## config.mk

```make
export PLATFORM = sky130hd
export DESIGN_NAME = mtimer_latch_unit
export DESIGN_NICKNAME = d
export VERILOG_FILES = /design/src/rtl/mtl_pkg.sv /design/src/rtl/mtl_prescaler.sv /design/src/rtl/mtl_event_arm.sv /design/src/rtl/mtl_timer_slice.sv /design/src/rtl/mtimer_latch_unit.sv
export SDC_FILE = /design/constraint.sdc
export NUM_CORES = 1
export LEC_CHECK = 0
export BUFFER_PORTS_ARGS = -buffer_cell sky130_fd_sc_hd__buf_2
export CAP_MARGIN = 15
export CORE_MARGIN = 4
export CORE_UTILIZATION = 45
export CTS_CLUSTER_SIZE = 40
export DETAILED_ROUTE_END_ITERATION = 16
export PLACE_DENSITY = 0.73
export SYNTH_ARGS = -nofsm -noshare
export SYNTH_HDL_FRONTEND = slang
export SYNTH_SLANG_ARGS = --single-unit
export TNS_END_PERCENT = 1
```

## constraint.sdc

```tcl
create_clock -name clk -period 5.6 [get_ports clk]
set_input_delay 0.28 -clock clk [delete_from_list [all_inputs] [get_ports clk]]
set_output_delay 0.28 -clock clk [all_outputs]
set_load 0.005 [all_outputs]
```

## src/rtl/mtl_pkg.sv

```systemverilog
package mtl_pkg;
    // arm state encoding is {reload, capture} = config bits 12:11
    typedef enum logic [1:0] {
        ARM_NONE = 2'b00,
        ARM_CAPT = 2'b01,
        ARM_LOAD = 2'b10,
        ARM_BOTH = 2'b11
    } arm_state_t;

    localparam int BUS_W     = 32;
    localparam int ADDR_W    = 6;
    localparam int IRQBUS_W  = 64;
    localparam int SEL_W     = 32;

    localparam int CFG_EVUP  = 13;
    localparam int CFG_LOAD  = 12;
    localparam int CFG_CAPT  = 11;
    localparam int CFG_EXTCK = 10;
    localparam int CFG_NOFRZ = 9;
    localparam int CFG_SEPIR = 8;
    localparam int CFG_ENLO  = 16;

    localparam logic [ADDR_W-1:0] A_CFG  = 6'd0;
    localparam logic [ADDR_W-1:0] A_MASK = 6'd1;
    localparam logic [ADDR_W-1:0] A_PRLD = 6'd2;
    localparam logic [ADDR_W-1:0] A_PCNT = 6'd3;

    localparam logic [1:0] F_CNT = 2'd0;
    localparam logic [1:0] F_RLD = 2'd1;
    localparam logic [1:0] F_CTL = 2'd2;
    localparam logic [1:0] F_LAT = 2'd3;
endpackage

```

## src/rtl/mtl_prescaler.sv

```systemverilog
module mtl_prescaler #(
    parameter int PRESC_W = 8
) (
    input  logic               clk,
    input  logic               rst_n,
    input  logic               freeze,
    input  logic               ext_sel,
    input  logic               ext_clk,
    input  logic [PRESC_W-1:0] rld,
    input  logic               cnt_wr,
    input  logic [PRESC_W-1:0] cnt_wdata,
    output logic [PRESC_W-1:0] cnt_q,
    output logic               tick
);
    logic [2:0] sync_q;
    logic       ext_rise;
    logic       pulse;

    always_ff @(posedge clk) begin
        if (!rst_n) sync_q <= '0;
        else        sync_q <= {sync_q[1:0], ext_clk};
    end

    // sync_q[1] is the second synchronizer flop, sync_q[2] its delayed copy
    assign ext_rise = sync_q[1] & ~sync_q[2];
    assign pulse    = (ext_sel ? ext_rise : 1'b1) & ~freeze;
    assign tick     = pulse && (cnt_q == '0);

    always_ff @(posedge clk) begin
        if (!rst_n)           cnt_q <= '0;
        else if (cnt_wr)      cnt_q <= cnt_wdata;
        else if (pulse) begin
            if (cnt_q == '0)  cnt_q <= rld;
            else              cnt_q <= cnt_q - 1'b1;
        end
    end
endmodule

```

## src/rtl/mtl_event_arm.sv

```systemverilog
module mtl_event_arm
    import mtl_pkg::*;
(
    input  logic                clk,
    input  logic                rst_n,
    input  logic [IRQBUS_W-1:0] irq_bus,
    input  logic                tick_strobe,
    input  logic                sync_strobe,
    input  logic                ev_upper,
    input  logic [SEL_W-1:0]    sel_mask,
    input  logic                arm_wr,
    input  logic [1:0]          arm_wdata,
    output arm_state_t          state_q,
    output logic                fire,
    output logic                do_load,
    output logic                do_capt
);
    logic [SEL_W-1:0] src;
    logic [SEL_W-1:0] src_prev_q;
    logic             hit;
    arm_state_t       state_d;
    logic             unused_hi;

    assign unused_hi = ^irq_bus[IRQBUS_W-1:IRQBUS_W-2];

    always_comb begin
        if (ev_upper) src = {sync_strobe, tick_strobe, irq_bus[61:32]};
        else          src = irq_bus[31:0];
    end

    always_ff @(posedge clk) begin
        if (!rst_n) src_prev_q <= '0;
        else        src_prev_q <= src;
    end

    assign hit = |(src & ~src_prev_q & sel_mask);

    // state register
    always_ff @(posedge clk) begin
        if (!rst_n) state_q <= ARM_NONE;
        else        state_q <= state_d;
    end

    // next state: event disarms, a config write overrides
    always_comb begin
        state_d = state_q;
        unique case (state_q)
            ARM_NONE: state_d = ARM_NONE;
            ARM_CAPT: if (hit) state_d = ARM_NONE;
            ARM_LOAD: if (hit) state_d = ARM_NONE;
            ARM_BOTH: if (hit) state_d = ARM_NONE;
            default:  state_d = ARM_NONE;
        endcase
        if (arm_wr) state_d = arm_state_t'(arm_wdata);
    end

    // outputs
    always_comb begin
        do_load = 1'b0;
        do_capt = 1'b0;
        unique case (state_q)
            ARM_NONE: ;
            ARM_CAPT: do_capt = hit;
            ARM_LOAD: do_load = hit;
            ARM_BOTH: begin
                do_capt = hit;
                do_load = hit;
            end
            default: ;
        endcase
    end

    assign fire = do_load | do_capt;
endmodule

```

## src/rtl/mtl_timer_slice.sv

```systemverilog
module mtl_timer_slice #(
    parameter int CNT_W = 16
) (
    input  logic             clk,
    input  logic             rst_n,
    input  logic             tick,
    input  logic             cnt_wr,
    input  logic             rld_wr,
    input  logic             ctl_wr,
    input  logic [CNT_W-1:0] wdata,
    input  logic             ctl_wdata,
    input  logic             en_set,
    input  logic             do_load,
    input  logic             do_capt,
    output logic [CNT_W-1:0] cnt_q,
    output logic [CNT_W-1:0] rld_q,
    output logic [CNT_W-1:0] lat_q,
    output logic             en_q,
    output logic             irq_q
);
    logic step;
    logic wrap;

    assign step = tick && en_q && !cnt_wr && !do_load;
    assign wrap = step && (cnt_q == '0);

    always_ff @(posedge clk) begin
        if (!rst_n)        cnt_q <= '0;
        else if (cnt_wr)   cnt_q <= wdata;
        else if (do_load)  cnt_q <= rld_q;
        else if (wrap)     cnt_q <= rld_q;
        else if (step)     cnt_q <= cnt_q - 1'b1;
    end

    always_ff @(posedge clk) begin
        if (!rst_n)      rld_q <= '0;
        else if (rld_wr) rld_q <= wdata;
    end

    always_ff @(posedge clk) begin
        if (!rst_n)       lat_q <= '0;
        else if (do_capt) lat_q <= cnt_q;
    end

    always_ff @(posedge clk) begin
        if (!rst_n)      en_q <= 1'b0;
        else if (en_set) en_q <= 1'b1;
        else if (ctl_wr) en_q <= ctl_wdata;
    end

    always_ff @(posedge clk) begin
        if (!rst_n) irq_q <= 1'b0;
        else        irq_q <= wrap;
    end
endmodule

```

## src/rtl/mtimer_latch_unit.sv

```systemverilog
module mtimer_latch_unit
    import mtl_pkg::*;
#(
    parameter int NTIMERS = 3,
    parameter int CNT_W   = 16,
    parameter int PRESC_W = 8
) (
    input  logic                clk,
    input  logic                rst_n,
    input  logic [ADDR_W-1:0]   bus_addr,
    input  logic                bus_wr,
    input  logic [BUS_W-1:0]    bus_wdata,
    output logic [BUS_W-1:0]    bus_rdata,
    input  logic [IRQBUS_W-1:0] irq_bus,
    input  logic                tick_strobe,
    input  logic                sync_strobe,
    input  logic                halt_req,
    input  logic                ext_clk,
    output logic [NTIMERS-1:0]  tmr_irq
);
    localparam int TIDX_W = ADDR_W - 2;
    localparam int FLAT_W = NTIMERS * CNT_W;

    logic               cfg_evup_q, cfg_extck_q, cfg_nofrz_q;
    logic [SEL_W-1:0]   mask_q;
    logic [PRESC_W-1:0] prld_q;
    logic [PRESC_W-1:0] pcnt_q;
    logic               tick;
    logic               frozen;
    logic               cfg_wr;
    arm_state_t         arm_q;
    logic               ev_fire, ev_load, ev_capt;
    logic [TIDX_W-1:0]  tidx;
    logic [1:0]         tfld;

    logic [CNT_W-1:0]   cnt_a [NTIMERS];
    logic [CNT_W-1:0]   rld_a [NTIMERS];
    logic [CNT_W-1:0]   lat_a [NTIMERS];
    logic [NTIMERS-1:0] en_a;
    logic [FLAT_W-1:0]  cnt_flat, rld_flat, lat_flat;

    assign tidx   = bus_addr[ADDR_W-1:2];
    assign tfld   = bus_addr[1:0];
    assign cfg_wr = bus_wr && (bus_addr == A_CFG);
    assign frozen = halt_req && !cfg_nofrz_q;

    always_ff @(posedge clk) begin
        if (!rst_n) begin
            cfg_evup_q  <= 1'b0;
            cfg_extck_q <= 1'b0;
            cfg_nofrz_q <= 1'b0;
        end else if (cfg_wr) begin
            cfg_evup_q  <= bus_wdata[CFG_EVUP];
            cfg_extck_q <= bus_wdata[CFG_EXTCK];
            cfg_nofrz_q <= bus_wdata[CFG_NOFRZ];
        end
    end

    always_ff @(posedge clk) begin
        if (!rst_n)                              mask_q <= '0;
        else if (bus_wr && bus_addr == A_MASK)   mask_q <= bus_wdata;
    end

    always_ff @(posedge clk) begin
        if (!rst_n)                              prld_q <= '0;
        else if (bus_wr && bus_addr == A_PRLD)   prld_q <= bus_wdata[PRESC_W-1:0];
    end

    mtl_prescaler #(.PRESC_W(PRESC_W)) presc_i (
        .clk       (clk),
        .rst_n     (rst_n),
        .freeze    (frozen),
        .ext_sel   (cfg_extck_q),
        .ext_clk   (ext_clk),
        .rld       (prld_q),
        .cnt_wr    (bus_wr && bus_addr == A_PCNT),
        .cnt_wdata (bus_wdata[PRESC_W-1:0]),
        .cnt_q     (pcnt_q),
        .tick      (tick)
    );

    mtl_event_arm evarm_i (
        .clk         (clk),
        .rst_n       (rst_n),
        .irq_bus     (irq_bus),
        .tick_strobe (tick_strobe),
        .sync_strobe (sync_strobe),
        .ev_upper    (cfg_evup_q),
        .sel_mask    (mask_q),
        .arm_wr      (cfg_wr),
        .arm_wdata   ({bus_wdata[CFG_LOAD], bus_wdata[CFG_CAPT]}),
        .state_q     (arm_q),
        .fire        (ev_fire),
        .do_load     (ev_load),
        .do_capt     (ev_capt)
    );

    for (genvar k = 0; k < NTIMERS; k++) begin : g_tmr
        logic hit_k;
        assign hit_k = bus_wr && (tidx == TIDX_W'(k + 1));

        mtl_timer_slice #(.CNT_W(CNT_W)) slice_i (
            .clk       (clk),
            .rst_n     (rst_n),
            .tick      (tick),
            .cnt_wr    (hit_k && tfld == F_CNT),
            .rld_wr    (hit_k && tfld == F_RLD),
            .ctl_wr    (hit_k && tfld == F_CTL),
            .wdata     (bus_wdata[CNT_W-1:0]),
            .ctl_wdata (bus_wdata[0]),
            .en_set    (cfg_wr && bus_wdata[CFG_ENLO + k]),
            .do_load   (ev_load),
            .do_capt   (ev_capt),
            .cnt_q     (cnt_a[k]),
            .rld_q     (rld_a[k]),
            .lat_q     (lat_a[k]),
            .en_q      (en_a[k]),
            .irq_q     (tmr_irq[k])
        );

        assign cnt_flat[k*CNT_W +: CNT_W] = cnt_a[k];
        assign rld_flat[k*CNT_W +: CNT_W] = rld_a[k];
        assign lat_flat[k*CNT_W +: CNT_W] = lat_a[k];
    end

    always_comb begin
        bus_rdata = '0;
        unique case (bus_addr)
            A_CFG: begin
                bus_rdata[CFG_EVUP]  = cfg_evup_q;
                bus_rdata[CFG_LOAD]  = arm_q[1];
                bus_rdata[CFG_CAPT]  = arm_q[0];
                bus_rdata[CFG_EXTCK] = cfg_extck_q;
                bus_rdata[CFG_NOFRZ] = cfg_nofrz_q;
                bus_rdata[CFG_SEPIR] = 1'b1;
                bus_rdata[2:0]       = 3'(NTIMERS);
            end
            A_MASK:  bus_rdata = mask_q;
            A_PRLD:  bus_rdata = 32'(prld_q);
            A_PCNT:  bus_rdata = 32'(pcnt_q);
            default: begin
                for (int k = 0; k < NTIMERS; k++) begin
                    if (tidx == TIDX_W'(k + 1)) begin
                        unique case (tfld)
                            F_CNT: bus_rdata = 32'(cnt_a[k]);
                            F_RLD: bus_rdata = 32'(rld_a[k]);
                            F_CTL: bus_rdata = 32'(en_a[k]);
                            F_LAT: bus_rdata = 32'(lat_a[k]);
                            default: ;
                        endcase
                    end
                end
            end
        endcase
    end
endmodule

```

==> impl_metrics.csv <==
group,metric,value,unit
run_status,status,"finished clean",
cts,cts_resized,0,
layout,drive_above_1_share,15.08,%
sta,drv_slew,0,
cts,cts.reportedPaths.clkPinSlew,0.06,ns
floorplanning,die_x,178.4,um
worst_setup_path,worst-setup-path-type,"flop to flop",
grt,grt_pass1_vias,12100,
routing,vias_per_cell,6.100,
worst_setup_path,start_kind,"flop",
hold_path,worst_hold_path_type,"primary input to flop",
cts,cts_max_path_buffers,3,
sta,tightest_slew,1.148,ns
grt,grt_use_total,26.89,%
worst_setup_path,slowest_delay,0.98,ns
sta,min_period,3.537,ns
cts,cts_max_level,1,
grt,grt-ovfl-total,0,
synthesis,syn-instance-count,1685,
layout,instances_no_fill,2155,
floorplanning,core_area,28700,um^2
worst_setup_path,path_max_fanout,35,
floorplanning,rows,62,
synthesis,syn_nets,1802,
worst_setup_path,crit_path_frequent_cell,"o32ai_1",
cts,cts_buffers,26,
synthesis,synth_compound_area_share,21.50,%
worst_setup_path,required,6.06,ns
synthesis,ys.flop_type,"dfxtp_1",
sta,worst_clock_skew,0.008987,ns
layout,finalNetCount,1867,
worst_setup_path,path_cells,"mux2i_1, o32ai_1, nor4_2, nand4_2, buf_4, a21oi_4, o32ai_1, a211oi_1",
place,port_buffers,141,
sta,rsz0062_at_grt,"false",
synthesis,synth_edf_count,0,
synthesis,netlist_area,13070,um^2
routing,wl_per_cell,21.00,um
pwr,total_power,4.250,mW
worst_setup_path,critical_path.endpoint_type,"flop",
routing,drc_errors,0,
sta,hold_slack,0.003508,ns
worst_setup_path,critPathArrivalTime,3.99,ns
cts,cts.sinks,238,
cts,postCtsHoldBufs,19,
sta,relSlewSlack,23.24,%
sta,timing_hold_violations_final,0,
synthesis,synth_top_family_by_area,"simple AND/OR/NAND/NOR gates",
routing,wl,45250,um
routing,met1_length,18250,um
synthesis,synth_seq_cells,238,
place,dpl.cell_count,2084,
synthesis,synth_mux_area_share,10.84,%
routing,drt_iter0_drc,1417,
run,cap_violations,0,
routing,vias,13150,
synthesis,yosys.area_share.simple,22.07,%
synthesis,synth-async-reset-ratio,0,%
sta,fin_tns_setup,0,ns
layout,area.growth.synth_to_final,14.24,%
grt,antenna_found_initial,2,
sta,fmax,282.7,MHz
routing,ant_nets,0,
synthesis,synth_xor_area_share,2.547,%
floorplanning,io_pins,144,
cts,worstSkewPairLatency,0.54,ns
cts,cts_setup_buffers,0,
floorplanning,initial_core_util,45.53,%
routing,top_layer,"met5",
synthesis,avgSynthCellArea,7.755,um^2
pwr,ir_worst_vdd,0.0002197,V
routing,firstDrtPassIters,6,
routing,route.met3.wl,4775,um
grt,grt_first_pass_wirelength,68050,um
routing,wl_met2,19950,um
synthesis,yosys_warnings,0,
worst_setup_path,cp_num_buf_inv,1,
floorplanning,die_y,178.4,um
grt,grt_max_degree,104,
worst_setup_path,cpMaxStageDelayCell,"dfxtp_2",
floorplanning,dieArea,31830,um^2
sta,setup_violations,0,
pwr,power_density,284.7,nW/um^2
sta,finalCritPeriodShare,63.16,%
place,gp_congestion,0.9363,
synthesis,ys_types,78,
pwr,p_leak,5.558,nW
cts,tritoncts,"built",
worst_setup_path,crit_family,"compound AO/OA/AOI/OAI gates",
synthesis,ys_seq_area_share,36.46,%
synthesis,synth_fa_ha_area_share,0.7660,%
place,dp_hpwl,29790,um
cts,clock-root-buffer,"clkbuf_16",
==> flip-flops by register name, indices dropped and copies added, names as in the netlist <==
| register | count |
|---|---|
| g_tmr.slice_i.irq_q | 3 |
| g_tmr.slice_i.rld_q | 48 |
| evarm_i.state_q | 2 |
| cfg_evup_q | 1 |
| presc_i.sync_q | 3 |
| g_tmr.slice_i.en_q | 3 |
| cfg_extck_q | 1 |
| cfg_nofrz_q | 1 |
| evarm_i.src_prev_q | 32 |
| g_tmr.slice_i.cnt_q | 48 |
| prld_q | 8 |
| mask_q | 32 |
| presc_i.cnt_q | 8 |
| g_tmr.slice_i.lat_q | 48 |
==> cells by family after synthesis <==
| group | after synthesis |
|---|---|
| AOI/OAI and AO/OA | 450 |
| xor gates and xnor gates | 38 |
| buffers and inverters | 179 |
| adders and majority gates | 8 |
| and+or+nand+nor | 637 |
| muxes | 135 |
| DFF | 238 |
==> synthesized netlist by cell type (all sizes together), types with 8 or more instances <==
cell type | number | area, um^2
a21oi | 201 | 1029
xor2 | 16 | 140.1
o221ai | 8 | 70.07
ha | 8 | 100.1
a31oi | 8 | 50.05
xnor2 | 22 | 192.7
a211oi | 11 | 95.09
o21ai | 77 | 389.1
a22oi | 34 | 255.2
and3 | 16 | 100.1
buf | 29 | 196.4
nand3 | 25 | 125.1
dfxtp | 238 | 4765
nand2b | 26 | 162.7
nand2 | 329 | 1237
mux2 | 22 | 247.7
inv | 32 | 120.1
nor2 | 130 | 488.0
a221oi | 19 | 172.7
nor3 | 34 | 180.2
mux2i | 110 | 1101
and2 | 13 | 81.33
o22ai | 26 | 162.7
nor4 | 22 | 190.2
o32ai | 19 | 166.4
clkbuf | 118 | 444.2
==> stage by stage <==
stage	setup WS [ns]	cell area [um^2]	utilization [%]
5_1_grt	1.888	14930	52.00
3_3_place_gp	2.014	13790	48.05
2_1_floorplan	3.154	13070	-
6_report	2.063	14930	52.01
3_5_place_dp	1.921	13790	48.05
4_1_cts	2.009	14880	51.83
==> cells in the final DEF, fill, tap and decap left out, types with 6 or more instances in the layout <==
cell type,instances
nand2_1,328
dfxtp_1,237
a21oi_1,197
buf_2,140
nor2_1,130
mux2i_1,110
o21ai_0,62
a22oi_1,34
inv_1,31
nor3_1,31
clkbuf_16,27
nand2b_1,26
o22ai_1,26
nand3_1,25
mux2_2,22
xnor2_1,22
buf_4,22
o32ai_1,19
dlygate4sd3_1,19
a221oi_1,18
and3_1,16
xor2_1,16
nor4_1,14
o21ai_1,14
and2_1,13
a211oi_1,10
a31oi_1,8
o221ai_1,8
ha_1,8
clkinv_2,8
nor4_2,7
o211ai_1,6
==> area by class of cell <==
cell class	count	area, um^2
Antenna cell	1	2.502
Clock buffer	34	742.0
Clock inverter	14	152.6
Fill cell	2764	13770
Inverter	32	125.1
Multi-Input combinational cell	1268	7553
Sequential cell	238	4766
Tap cell	384	480.5
Timing Repair Buffer	184	1106
==> layer usage <==
layer,global-route usage (%),vias to the layer above
met3,5.723,139
met2,41.70,730
li1,-,6069
met4,11.19,2
met1,36.36,6206
met5,0,-
==> worst register-to-register path, stage by stage (launching register included) <==
cell	delay, ns
dfxtp_2	0.98
mux2i_1	0.35
o32ai_1	0.14
nor4_2	0.42
nand4_2	0.12
buf_4	0.32
a21oi_4	0.65
o32ai_1	0.21
a211oi_1	0.25
==> power breakdown <==
group          switching [mW]  leakage (nW)  internal (mW)
Combinational           0.416          3.19          0.244
Clock                   0.735         0.439           1.07
Sequential             0.0482          1.93           1.74
==> worst paths after layout <==
path	startpoint	to	slack (ns)	depth (start not counted)
min	irq_bus[26]	evarm_i.src_prev_q[26]	0.004	3
max reg2reg	cfg_evup_q	g_tmr[2].slice_i.cnt_q[13]	2.06	8
min reg2reg	presc_i.sync_q[0]	presc_i.sync_q[1]	0.43	1
max	cfg_evup_q	g_tmr[2].slice_i.cnt_q[13]	2.06	8
Note: power is estimated with default switching activity, not from simulation.
